===== src/rtl/atom_pkg.sv =====
package atom_pkg;
  localparam int XLEN     = 64;
  localparam int HLEN     = XLEN / 2;
  localparam int NBYTE    = XLEN / 8;
  localparam int LANE_BIT = $clog2(NBYTE) - 1;

  localparam logic [2:0] CLS_STORE_REG = 3'd3;
  localparam logic [2:0] MODE_ATOMIC   = 3'd6;
  localparam logic [1:0] SZ_WORD       = 2'd0;
  localparam logic [1:0] SZ_DWORD      = 2'd3;

  typedef enum logic [2:0] {
    OP_ADD, OP_OR, OP_AND, OP_XOR, OP_XCHG, OP_CMPX
  } atom_op_e;

  typedef enum logic [2:0] {
    ST_IDLE, ST_READ, ST_MODIFY, ST_WRITE, ST_RESP
  } atom_state_e;

  // zero the upper half when operating on 32 bits
  function automatic logic [XLEN-1:0] narrow(input logic [XLEN-1:0] v, input logic wide);
    return wide ? v : {{HLEN{1'b0}}, v[HLEN-1:0]};
  endfunction

  // new memory value for a given operation
  function automatic logic [XLEN-1:0] combine(input atom_op_e op, input logic [XLEN-1:0] old,
                                              input logic [XLEN-1:0] src, input logic wide);
    logic [XLEN-1:0] r;
    case (op)
      OP_ADD:  r = old + src;
      OP_OR:   r = old | src;
      OP_AND:  r = old & src;
      OP_XOR:  r = old ^ src;
      default: r = src;
    endcase
    return narrow(r, wide);
  endfunction

  // select the addressed half of a read word
  function automatic logic [XLEN-1:0] lane_pick(input logic [XLEN-1:0] rdata, input logic hi,
                                                input logic wide);
    logic [XLEN-1:0] shifted;
    shifted = hi ? {{HLEN{1'b0}}, rdata[XLEN-1:HLEN]} : rdata;
    return narrow(shifted, wide);
  endfunction

  // place a value onto the write bus (replicated for half-width)
  function automatic logic [XLEN-1:0] lane_place(input logic [XLEN-1:0] v, input logic wide);
    return wide ? v : {2{v[HLEN-1:0]}};
  endfunction

  function automatic logic [NBYTE-1:0] lane_strobe(input logic hi, input logic wide);
    logic [NBYTE-1:0] half;
    half = {{(NBYTE/2){1'b0}}, {(NBYTE/2){1'b1}}};
    if (wide) return '1;
    return hi ? (half << (NBYTE/2)) : half;
  endfunction

  function automatic logic operands_equal(input logic [XLEN-1:0] a, input logic [XLEN-1:0] b,
                                          input logic wide);
    return narrow(a, wide) == narrow(b, wide);
  endfunction
endpackage


===== src/rtl/atom_decode.sv =====
module atom_decode
  import atom_pkg::*;
(
  input  logic [7:0]  opcode,
  input  logic [31:0] imm,
  output logic        legal,
  output atom_op_e    op,
  output logic        fetch,
  output logic        wide
);
  logic fmt_ok;
  logic imm_ok;

  always_comb begin
    fmt_ok = (opcode[2:0] == CLS_STORE_REG) && (opcode[7:5] == MODE_ATOMIC) &&
             ((opcode[4:3] == SZ_WORD) || (opcode[4:3] == SZ_DWORD));
    wide   = (opcode[4:3] == SZ_DWORD);
    op     = OP_ADD;
    fetch  = 1'b0;
    imm_ok = 1'b1;
    case (imm)
      32'h00, 32'h01: begin op = OP_ADD; fetch = imm[0]; end
      32'h40, 32'h41: begin op = OP_OR;  fetch = imm[0]; end
      32'h50, 32'h51: begin op = OP_AND; fetch = imm[0]; end
      32'ha0, 32'ha1: begin op = OP_XOR; fetch = imm[0]; end
      32'he1:         begin op = OP_XCHG; fetch = 1'b1; end
      32'hf1:         begin op = OP_CMPX; fetch = 1'b0; end
      default:        imm_ok = 1'b0;
    endcase
    legal = fmt_ok && imm_ok;
  end
endmodule


===== src/rtl/atom_alu.sv =====
module atom_alu
  import atom_pkg::*;
(
  input  atom_op_e        op,
  input  logic            wide,
  input  logic [XLEN-1:0] old_val,
  input  logic [XLEN-1:0] src_val,
  input  logic [XLEN-1:0] cmp_val,
  output logic [XLEN-1:0] new_val,
  output logic            do_write
);
  logic match;
  always_comb begin
    new_val  = combine(op, old_val, src_val, wide);
    match    = operands_equal(old_val, cmp_val, wide);
    do_write = (op != OP_CMPX) || match;
  end
endmodule


===== src/rtl/atom_ctrl.sv =====
module atom_ctrl
  import atom_pkg::*;
(
  input  logic        clk,
  input  logic        rst_n,
  input  logic        start,
  input  logic        start_legal,
  input  logic        write_needed,
  input  logic        rsp_taken,
  output atom_state_e state
);
  atom_state_e nxt;

  always_comb begin
    nxt = state;
    case (state)
      ST_IDLE:   if (start) nxt = start_legal ? ST_READ : ST_RESP;
      ST_READ:   nxt = ST_MODIFY;
      ST_MODIFY: nxt = write_needed ? ST_WRITE : ST_RESP;
      ST_WRITE:  nxt = ST_RESP;
      ST_RESP:   if (rsp_taken) nxt = ST_IDLE;
      default:   nxt = ST_IDLE;
    endcase
  end

  always_ff @(posedge clk) begin
    if (!rst_n) state <= ST_IDLE;
    else        state <= nxt;
  end
endmodule


===== src/rtl/atomic_rmw_unit.sv =====
module atomic_rmw_unit
  import atom_pkg::*;
#(
  parameter int AW   = 64,
  parameter int OFFW = 16
) (
  input  logic              clk,
  input  logic              rst_n,
  input  logic              req_valid,
  output logic              req_ready,
  input  logic [7:0]        req_opcode,
  input  logic [31:0]       req_imm,
  input  logic [OFFW-1:0]   req_offset,
  input  logic [XLEN-1:0]   req_base,
  input  logic [XLEN-1:0]   req_src,
  input  logic [XLEN-1:0]   req_r0,
  output logic              mem_req,
  output logic              mem_we,
  output logic              mem_lock,
  output logic [AW-1:0]     mem_addr,
  output logic [NBYTE-1:0]  mem_be,
  output logic [XLEN-1:0]   mem_wdata,
  input  logic [XLEN-1:0]   mem_rdata,
  output logic              rsp_valid,
  input  logic              rsp_ready,
  output logic              rsp_illegal,
  output logic              rsp_src_we,
  output logic [XLEN-1:0]   rsp_src_val,
  output logic              rsp_r0_we,
  output logic [XLEN-1:0]   rsp_r0_val
);
  // decoded request at the input
  logic      acc_legal, acc_fetch, acc_wide;
  atom_op_e  acc_op;
  logic [AW-1:0] acc_addr;

  // named internal events
  logic ev_accept, ev_rsp_done;
  logic in_read, in_modify, in_write, in_resp;

  // captured request
  logic            legal_q, fetch_q, wide_q;
  atom_op_e        op_q;
  logic [AW-1:0]   addr_q;
  logic [XLEN-1:0] src_q, r0_q, old_q, new_q;

  // modify stage
  logic [XLEN-1:0] old_lane, alu_new;
  logic            alu_write;
  atom_state_e     state;

  atom_decode u_dec (
    .opcode (req_opcode),
    .imm    (req_imm),
    .legal  (acc_legal),
    .op     (acc_op),
    .fetch  (acc_fetch),
    .wide   (acc_wide)
  );

  assign acc_addr = req_base[AW-1:0] + AW'({{(XLEN-OFFW){req_offset[OFFW-1]}}, req_offset});

  assign in_read   = (state == ST_READ);
  assign in_modify = (state == ST_MODIFY);
  assign in_write  = (state == ST_WRITE);
  assign in_resp   = (state == ST_RESP);

  assign req_ready   = (state == ST_IDLE);
  assign ev_accept   = req_valid && req_ready;
  assign ev_rsp_done = in_resp && rsp_ready;

  assign old_lane = lane_pick(mem_rdata, addr_q[LANE_BIT], wide_q);

  atom_alu u_alu (
    .op       (op_q),
    .wide     (wide_q),
    .old_val  (old_lane),
    .src_val  (src_q),
    .cmp_val  (r0_q),
    .new_val  (alu_new),
    .do_write (alu_write)
  );

  atom_ctrl u_ctrl (
    .clk          (clk),
    .rst_n        (rst_n),
    .start        (ev_accept),
    .start_legal  (acc_legal),
    .write_needed (alu_write),
    .rsp_taken    (rsp_ready),
    .state        (state)
  );

  always_ff @(posedge clk) begin
    if (!rst_n) begin
      legal_q <= 1'b0;
      fetch_q <= 1'b0;
      wide_q  <= 1'b0;
      op_q    <= OP_ADD;
      addr_q  <= '0;
      src_q   <= '0;
      r0_q    <= '0;
      old_q   <= '0;
      new_q   <= '0;
    end else begin
      if (ev_accept) begin
        legal_q <= acc_legal;
        fetch_q <= acc_fetch;
        wide_q  <= acc_wide;
        op_q    <= acc_op;
        addr_q  <= acc_addr;
        src_q   <= req_src;
        r0_q    <= req_r0;
        old_q   <= '0;
      end
      if (in_modify) begin
        old_q <= old_lane;
        new_q <= alu_new;
      end
    end
  end

  // memory port
  assign mem_req   = in_read || in_write;
  assign mem_we    = in_write;
  assign mem_lock  = in_read || in_modify || in_write;
  assign mem_addr  = addr_q;
  assign mem_be    = lane_strobe(addr_q[LANE_BIT], wide_q);
  assign mem_wdata = lane_place(new_q, wide_q);

  // response
  assign rsp_valid   = in_resp;
  assign rsp_illegal = !legal_q;
  assign rsp_src_we  = legal_q && fetch_q;
  assign rsp_r0_we   = legal_q && (op_q == OP_CMPX);
  assign rsp_src_val = old_q;
  assign rsp_r0_val  = old_q;
endmodule


===== config.mk =====
export PLATFORM = sky130hd
export DESIGN_NAME = atomic_rmw_unit
export DESIGN_NICKNAME = d
export VERILOG_FILES = /design/src/rtl/atom_pkg.sv /design/src/rtl/atom_decode.sv /design/src/rtl/atom_alu.sv /design/src/rtl/atom_ctrl.sv /design/src/rtl/atomic_rmw_unit.sv
export SDC_FILE = /design/constraint.sdc
export NUM_CORES = 1
export LEC_CHECK = 0
export BUFFER_PORTS_ARGS = -buffer_cell sky130_fd_sc_hd__buf_2
export CAP_MARGIN = 20
export CORE_ASPECT_RATIO = 1.25
export CORE_UTILIZATION = 35
export CTS_BUF_LIST = sky130_fd_sc_hd__clkbuf_8 sky130_fd_sc_hd__clkbuf_16
export CTS_CLUSTER_SIZE = 14
export DETAILED_ROUTE_END_ITERATION = 7
export SYNTH_ARGS = -nofsm -noshare
export SYNTH_HDL_FRONTEND = slang
export SYNTH_SLANG_ARGS = --single-unit

===== constraint.sdc =====
create_clock -name clk -period 4.88 [get_ports clk]
set_input_delay 1.464 -clock clk [delete_from_list [all_inputs] [get_ports clk]]
set_output_delay 1.464 -clock clk [all_outputs]
set_load 0.01 [all_outputs]

== Word level (Yosys, flattened, before mapping) ==
Cells that the tools add are included.

* Bitwise gates (word level): 3
* Mux-type cells: 21
* Reductions and logical operators: 23
* $add $sub $neg: 2
* Equal/unequal tests: 24

{| class="wikitable"
|+ Operators by type and width
! operator !! count
|-
| $mux W64 || 8
|-
| $pmux W64 S4 || 1
|-
| $add A64 B64 Y64 || 2
|-
| $eq A32 B7 Y1 const B || 4
|-
| $eq A32 B8 Y1 const B || 4
|-
| $and A64 B64 Y64 || 1
|-
| $eq A64 B64 Y1 || 1
|-
| $or A64 B64 Y64 || 1
|-
| $xor A64 B64 Y64 || 1
|-
| $eq A32 B1 Y1 const B || 1
|-
| $logic_not A32 Y1 || 1
|-
| $pmux W3 S5 || 2
|-
| $mux W8 || 3
|-
| $eq A3 B2 Y1 const B || 5
|-
| $mux W3 || 4
|-
| $reduce_or A10 Y1 || 1
|-
| $eq A3 B3 Y1 const B || 3
|-
| $reduce_or A8 Y1 || 1
|-
| $eq A3 B1 Y1 const B || 2
|-
| $logic_and A1 B1 Y1 || 6
|-
| $logic_not A3 Y1 || 2
|-
| $reduce_or A2 Y1 || 3
|-
| $logic_or A1 B1 Y1 || 5
|-
| $ne A2 B1 Y1 const B || 2
|-
| other kinds (8) || 9
|}

* Flip-flop bits (word level): 329
* Output and inout bits: 272
* Logic and storage cells: 83
* Input port bits: 316

== Longest topological paths before layout ==
* Depth after elaboration: 7
* Depth in mapped cells: 17
* Gate-level depth less buffers: 16

== Modules after synthesis ==
A second synthesis with hierarchy kept.

* Cell total of the unflattened synthesis: 3426
* Area, all modules: 25428.1 µm²

{| class="wikitable"
|+ Modules (own cells, without submodules)
! module !! times used !! area each (µm²) !! seq. area each (µm²) !! cells each
|-
| atomic_rmw_unit || 1 || 16991.3 || 6526.3 || 2183
|-
| atom_alu || 1 || 8032.7 || 0.0 || 1197
|-
| atom_decode || 1 || 261.5 || 0.0 || 29
|-
| atom_ctrl || 1 || 142.6 || 60.1 || 17
|}

== Worst setup path before layout ==
OpenSTA, ideal clock, no wires.

* Path type: input-to-reg
* Start point: in mem_rdata[32]
* End point: reg new_q[56]
* Stages: 16
* Data required time: 4.806 ns
* Data arrival time: 4.422 ns
* Setup time: 0.074 ns
* Buffers on the path: 0
* Path slack: 0.384 ns
* Cells stage by stage: mux2i_1 > inv_1 > ha_1 > inv_1 > fa_1 > nor2b_1 > o31a_1 > o32ai_4 > o32a_1 > nand2_1 > a2111o_1 > and2_1 > a31o_2 > a21oi_1 > mux2_2 > o21ai_0

* Longest elaborated chain between the ends: 5

{| class="wikitable"
|+ Ends and longest elaborated chain
! what !! RTL line !! RTL
|-
| start: declaration || atomic_rmw_unit.sv:23 || <nowiki>input logic [XLEN-1:0] mem_rdata,</nowiki>
|-
| $mux W64 || atom_pkg.sv:43 || <nowiki>shifted = hi ? {{HLEN{1'b0}}, rdata[XLEN-1:HLEN]} : rdata;</nowiki>
|-
| $mux W64 || atom_pkg.sv:22 || <nowiki>return wide ? v : {{HLEN{1'b0}}, v[HLEN-1:0]};</nowiki>
|-
| $add A64 B64 Y64 || atom_pkg.sv:30 || <nowiki>OP_ADD: r = old + src;</nowiki>
|-
| $pmux W64 S4 || atom_pkg.sv:29 || <nowiki>case (op)</nowiki>
|-
| $mux W64 || atom_pkg.sv:22 ||
|-
| end signal: assignment || atomic_rmw_unit.sv:118 || <nowiki>new_q <= alu_new;</nowiki>
|-
| end: declaration || atomic_rmw_unit.sv:45 || <nowiki>logic [XLEN-1:0] src_q, r0_q, old_q, new_q;</nowiki>
|}

Every way passes these cells.
A chain may end at the register's enable or synchronous reset.

== Worst setup path after layout ==
* Start point: in mem_rdata[32]
* End point: reg new_q[54]

The elaborated chain is that of the path after synthesis.

==> impl_metrics.prom <==
# TYPE chip_impl_metric gauge
chip_impl_info{name="crit_path_cell_trace",value="buf_2 -> mux2i_1 -> buf_4 -> inv_1 -> ha_1 -> inv_1 -> fa_1 -> nor2b_1 -> o31a_1 -> o311ai_0 -> buf_4 -> a31oi_1 -> a41o_1 -> a21oi_2 -> nor3_1 -> a211oi_1 -> buf_4 -> xnor2_1 -> o21ai_0"} 1
chip_impl_metric{name="synth-seq-cells",unit=""} 329
chip_impl_metric{name="wire_length_of_the_first_global_routing_pass",unit="mm"} 161.7
chip_impl_metric{name="slew_viol_final",unit=""} 0
chip_impl_info{name="timing.rr.start",value="mem_addr[2]"} 1
chip_impl_info{name="status",value="finished clean"} 1
chip_impl_metric{name="final_number_of_hold_violating_endpoints",unit=""} 0
chip_impl_metric{name="overflow",unit=""} 0
chip_impl_metric{name="ff2ff_path_depth",unit=""} 18
chip_impl_metric{name="hpwlAfterDp",unit="mm"} 88.79
chip_impl_info{name="slowest_stage",value="o311ai_0"} 1
chip_impl_metric{name="power.switching",unit="mW"} 2.748
chip_impl_metric{name="postRouteWirelength",unit="mm"} 111.1
chip_impl_metric{name="syn-mean-instance-area",unit="µm²"} 7.454
chip_impl_metric{name="cts-buffers-inserted",unit=""} 41
chip_impl_metric{name="ys_warn_count",unit=""} 0
chip_impl_metric{name="post-cts-setup-buffer-count",unit=""} 0
chip_impl_info{name="path_common_cell",value="buf_4"} 1
chip_impl_metric{name="clock_tree.htree_level_count",unit=""} 2
chip_impl_metric{name="post_synth_inst_count",unit=""} 3330
chip_impl_metric{name="first_global_vias",unit=""} 25224
chip_impl_metric{name="netlist-cell-type-count",unit=""} 84
chip_impl_metric{name="worstPathMaxFanout",unit=""} 3
chip_impl_metric{name="antenna_violating_nets_post_route",unit=""} 0
chip_impl_metric{name="insertion_delay",unit="ps"} 580
chip_impl_metric{name="routed_wire_length_per_instance",unit="µm"} 23.03
chip_impl_metric{name="synth_area",unit="mm²"} 0.02482
chip_impl_metric{name="hold_ws",unit="ps"} 448.0
chip_impl_metric{name="dr.pass1.iters",unit=""} 6
chip_impl_info{name="yosys_most_used_dff",value="dfxtp_1"} 1
chip_impl_metric{name="ir_drop",unit="mV"} 0.2356
chip_impl_info{name="hold-path-endpoint",value="mem_addr[17]"} 1
chip_impl_metric{name="timing.hold.worst_path_depth",unit=""} 2
chip_impl_metric{name="clock_tree.buffer_depth",unit=""} 3
chip_impl_metric{name="drcViolationCount",unit=""} 0
chip_impl_metric{name="power_switching_share",unit=""} 0.3224
chip_impl_info{name="crit_path_end_kind",value="flop"} 1
chip_impl_info{name="r2r_end",value="new_q[54]"} 1
chip_impl_metric{name="final.min_clock_period",unit="ps"} 4654
chip_impl_metric{name="maxClockFrequency",unit="MHz"} 214.9
chip_impl_metric{name="die-height",unit="µm"} 299.7
chip_impl_metric{name="grt_max_degree",unit=""} 146
chip_impl_metric{name="synthArstFlopShare",unit=""} 0
chip_impl_metric{name="nFillCells",unit=""} 7356
chip_impl_info{name="cts-root-buf",value="clkbuf_16"} 1
chip_impl_info{name="worstSetupStartpointType",value="primary input"} 1
chip_impl_metric{name="first_iter_violations",unit=""} 2099
chip_impl_metric{name="post_cts_hold_buffer_count",unit=""} 0
chip_impl_info{name="rsz0062_at_grt",value="no"} 1
chip_impl_info{name="worstHoldStart",value="mem_addr[17]"} 1
chip_impl_metric{name="initial_antenna_violation_count",unit=""} 12
chip_impl_metric{name="number_of_synthesized_flops_with_an_enable_pin",unit=""} 0
chip_impl_metric{name="max_slew_margin",unit=""} 0.3519
chip_impl_metric{name="dieArea",unit="mm²"} 0.07200
chip_impl_metric{name="setup.reg_to_reg.worst_slack",unit="ps"} 400
chip_impl_metric{name="die_w",unit="µm"} 240.2
chip_impl_metric{name="power.clock.fraction",unit=""} 0.389
chip_impl_metric{name="power_density",unit="mW/mm²"} 279.2
chip_impl_metric{name="power_leakage",unit="nW"} 14.12
chip_impl_metric{name="post_route_cells_drive_above_1_share",unit=""} 0.2454
chip_impl_metric{name="gp_congestion",unit=""} 1.030
chip_impl_metric{name="route.detailed.vias_per_inst",unit=""} 5.501
chip_impl_metric{name="cp_data_arrival_time",unit="ps"} 5080
chip_impl_metric{name="floorplan.initialDensity",unit=""} 0.3560
chip_impl_info{name="tritoncts",value="done"} 1
chip_impl_metric{name="final_number_of_setup_violating_endpoints",unit=""} 0
chip_impl_info{name="criticalPathCategory",value="in2reg"} 1
chip_impl_info{name="timing.hold.worst.class",value="reg2reg"} 1
chip_impl_metric{name="critPathRequiredTime",unit="ps"} 5300
chip_impl_metric{name="postSynthNetCount",unit=""} 3841
chip_impl_metric{name="synth_sequential_area_ratio",unit=""} 0.2653
chip_impl_metric{name="clkSinkCount",unit=""} 329
chip_impl_metric{name="io_pins",unit=""} 588
chip_impl_metric{name="internal_power",unit="mW"} 5.777
chip_impl_metric{name="fin_skew",unit="ps"} 24.36
chip_impl_metric{name="track_usage",unit=""} 0.2988
chip_impl_metric{name="pwr-share-seq",unit=""} 0.344
chip_impl_metric{name="rows",unit=""} 108
chip_impl_metric{name="synthToLayoutAreaGrowth",unit="%"} 23.04
chip_impl_metric{name="final.setup.tns",unit="ps"} 0
chip_impl_metric{name="finalCritPeriodShare",unit=""} 0.9537
chip_impl_metric{name="core-area",unit="mm²"} 0.06973
chip_impl_metric{name="maxCapViolations",unit=""} 0
chip_impl_metric{name="final_net_count",unit=""} 4366
chip_impl_metric{name="buffer_ports.inserted",unit=""} 587
chip_impl_metric{name="worst_path_largest_cell_delay",unit="ps"} 420
chip_impl_metric{name="routed-via-count",unit=""} 26528
chip_impl_metric{name="post_cts_resize_count",unit=""} 0
chip_impl_metric{name="worst_slew_pin_slew",unit="ps"} 969.8
chip_impl_metric{name="cts.reportedPaths.clkPinSlew",unit="ps"} 60
chip_impl_metric{name="p_comb_frac",unit=""} 0.267
## per-stage QoR
stage,utilization,power [mW],std cells,cell area (µm²),setup slack [ps]
5_1_grt,0.4379,8.902,4820,30540,66.65
6_report,0.4380,8.526,4822,30540,226.0
3_3_place_gp,0.4175,5.231,4747,29110,-201.1
2_1_floorplan,-,4.286,3330,24820,383.9
4_1_cts,0.4379,8.575,4818,30530,265.5
3_5_place_dp,0.4175,5.229,4747,29110,-314.3
## kinds of logic (layout without fill, tap and decap cells)
group	after synthesis	after routing	share of synthesized area
simple gates	1015	1015	0.1797
compound gates	984	984	0.2506
xor+xnor	138	138	0.04869
buf+inv	557	1110	0.09985
flops	329	329	0.2653
fa+ha+maj	195	195	0.09890
mux	112	112	0.05691
other cells	0	4	0
## how the worst max path moves through the flow
stage                        from        end  slack (ps)  depth (start not counted)
floorplan           mem_rdata[32]  new_q[56]         380                         16
global placement    mem_rdata[32]  new_q[42]        -200                         19
detailed placement  mem_rdata[32]  new_q[54]        -310                         19
CTS                 mem_rdata[32]  new_q[54]         270                         19
global route        mem_rdata[32]  new_q[58]          70                         19
finish              mem_rdata[32]  new_q[54]         230                         19
## metal layers
metal	vias up	global-route usage	wire, µm
li1	12659	-	-
met1	12587	0.3716	45260
met2	1050	0.5010	52610
met3	214	0.05123	7612
met4	18	0.1356	5491
met5	-	0	106
## layout by cell type, fill, tap and decap left out, drive strengths merged, types with 21 or more instances in the layout
cell type,Yosys,routed
mux2i,59,59
xor2,33,33
mux2,33,33
clkbuf,191,45
a21o,65,65
nand3,66,66
a221oi,35,35
nand2,507,507
o21bai,33,33
a211oi,37,37
inv,237,246
ha,193,193
dfxtp,329,329
o22ai,25,25
a22oi,90,90
o211ai,21,21
nor4,24,24
nor3,38,38
xnor2,105,105
buf,128,801
a21oi,395,395
o21ai,150,150
and3,22,22
nor2,224,224
nand4,55,55
## power groups by stage
stage	registers (mW)	logic, mW	clock network, mW
global route	2.94	2.47	3.49
CTS	2.93	2.25	3.39
global placement	2.99	2.24	0
finish	2.93	2.27	3.32
floorplan	2.97	1.32	0
detailed placement	2.99	2.24	0
## cell type report
cell class                 count  area [µm²]  area share
tap                          935        1170     0.03830
timing repair buffer         801        4657      0.1525
inverter                     238       900.9     0.02950
clock inverter                26       342.8     0.01122
multi-input combinational   2444       15790      0.5169
sequential                   329        6593      0.2159
clock buffer                  45        1081     0.03540
antenna                        4       10.01   0.0003277
## state kept, by name, summed over array words and instances, names as in the netlist
signal / flops
legal_q: 1
r0_q: 64
u_ctrl.state: 3
fetch_q: 1
new_q: 64
src_q: 64
rsp_r0_val: 64
op_q: 3
mem_addr: 64
wide_q: 1
## critical path: cells and delay by family
family / cells / cell delay (ps)
multiplexers: 1 / 320
AND/OR/NAND/NOR: 2 / 150
AO/OA/AOI/OAI: 7 / 1880
XOR/XNOR: 1 / 100
adder cells (fa/ha/maj): 2 / 360
buffers and inverters: 6 / 790
## synth_stat cells (35+ instances only)
| master | number | area [µm²] |
|---|---|---|
| nand4_1 | 55 | 344.1 |
| a21oi_1 | 394 | 1972 |
| nand3_1 | 65 | 325.3 |
| nor2_1 | 224 | 840.8 |
| o21ai_0 | 144 | 720.7 |
| a21o_1 | 65 | 488.0 |
| inv_1 | 236 | 885.9 |
| a221oi_1 | 35 | 306.5 |
| clkbuf_1 | 191 | 716.9 |
| buf_4 | 102 | 765.7 |
| xnor2_1 | 105 | 919.6 |
| mux2i_1 | 59 | 590.6 |
| ha_1 | 193 | 2415 |
| nand2_1 | 506 | 1899 |
| nor3_1 | 36 | 180.2 |
| a211oi_1 | 36 | 270.3 |
| a22oi_1 | 90 | 675.7 |
| dfxtp_1 | 329 | 6586 |
Power figures use the tool's default switching activity.
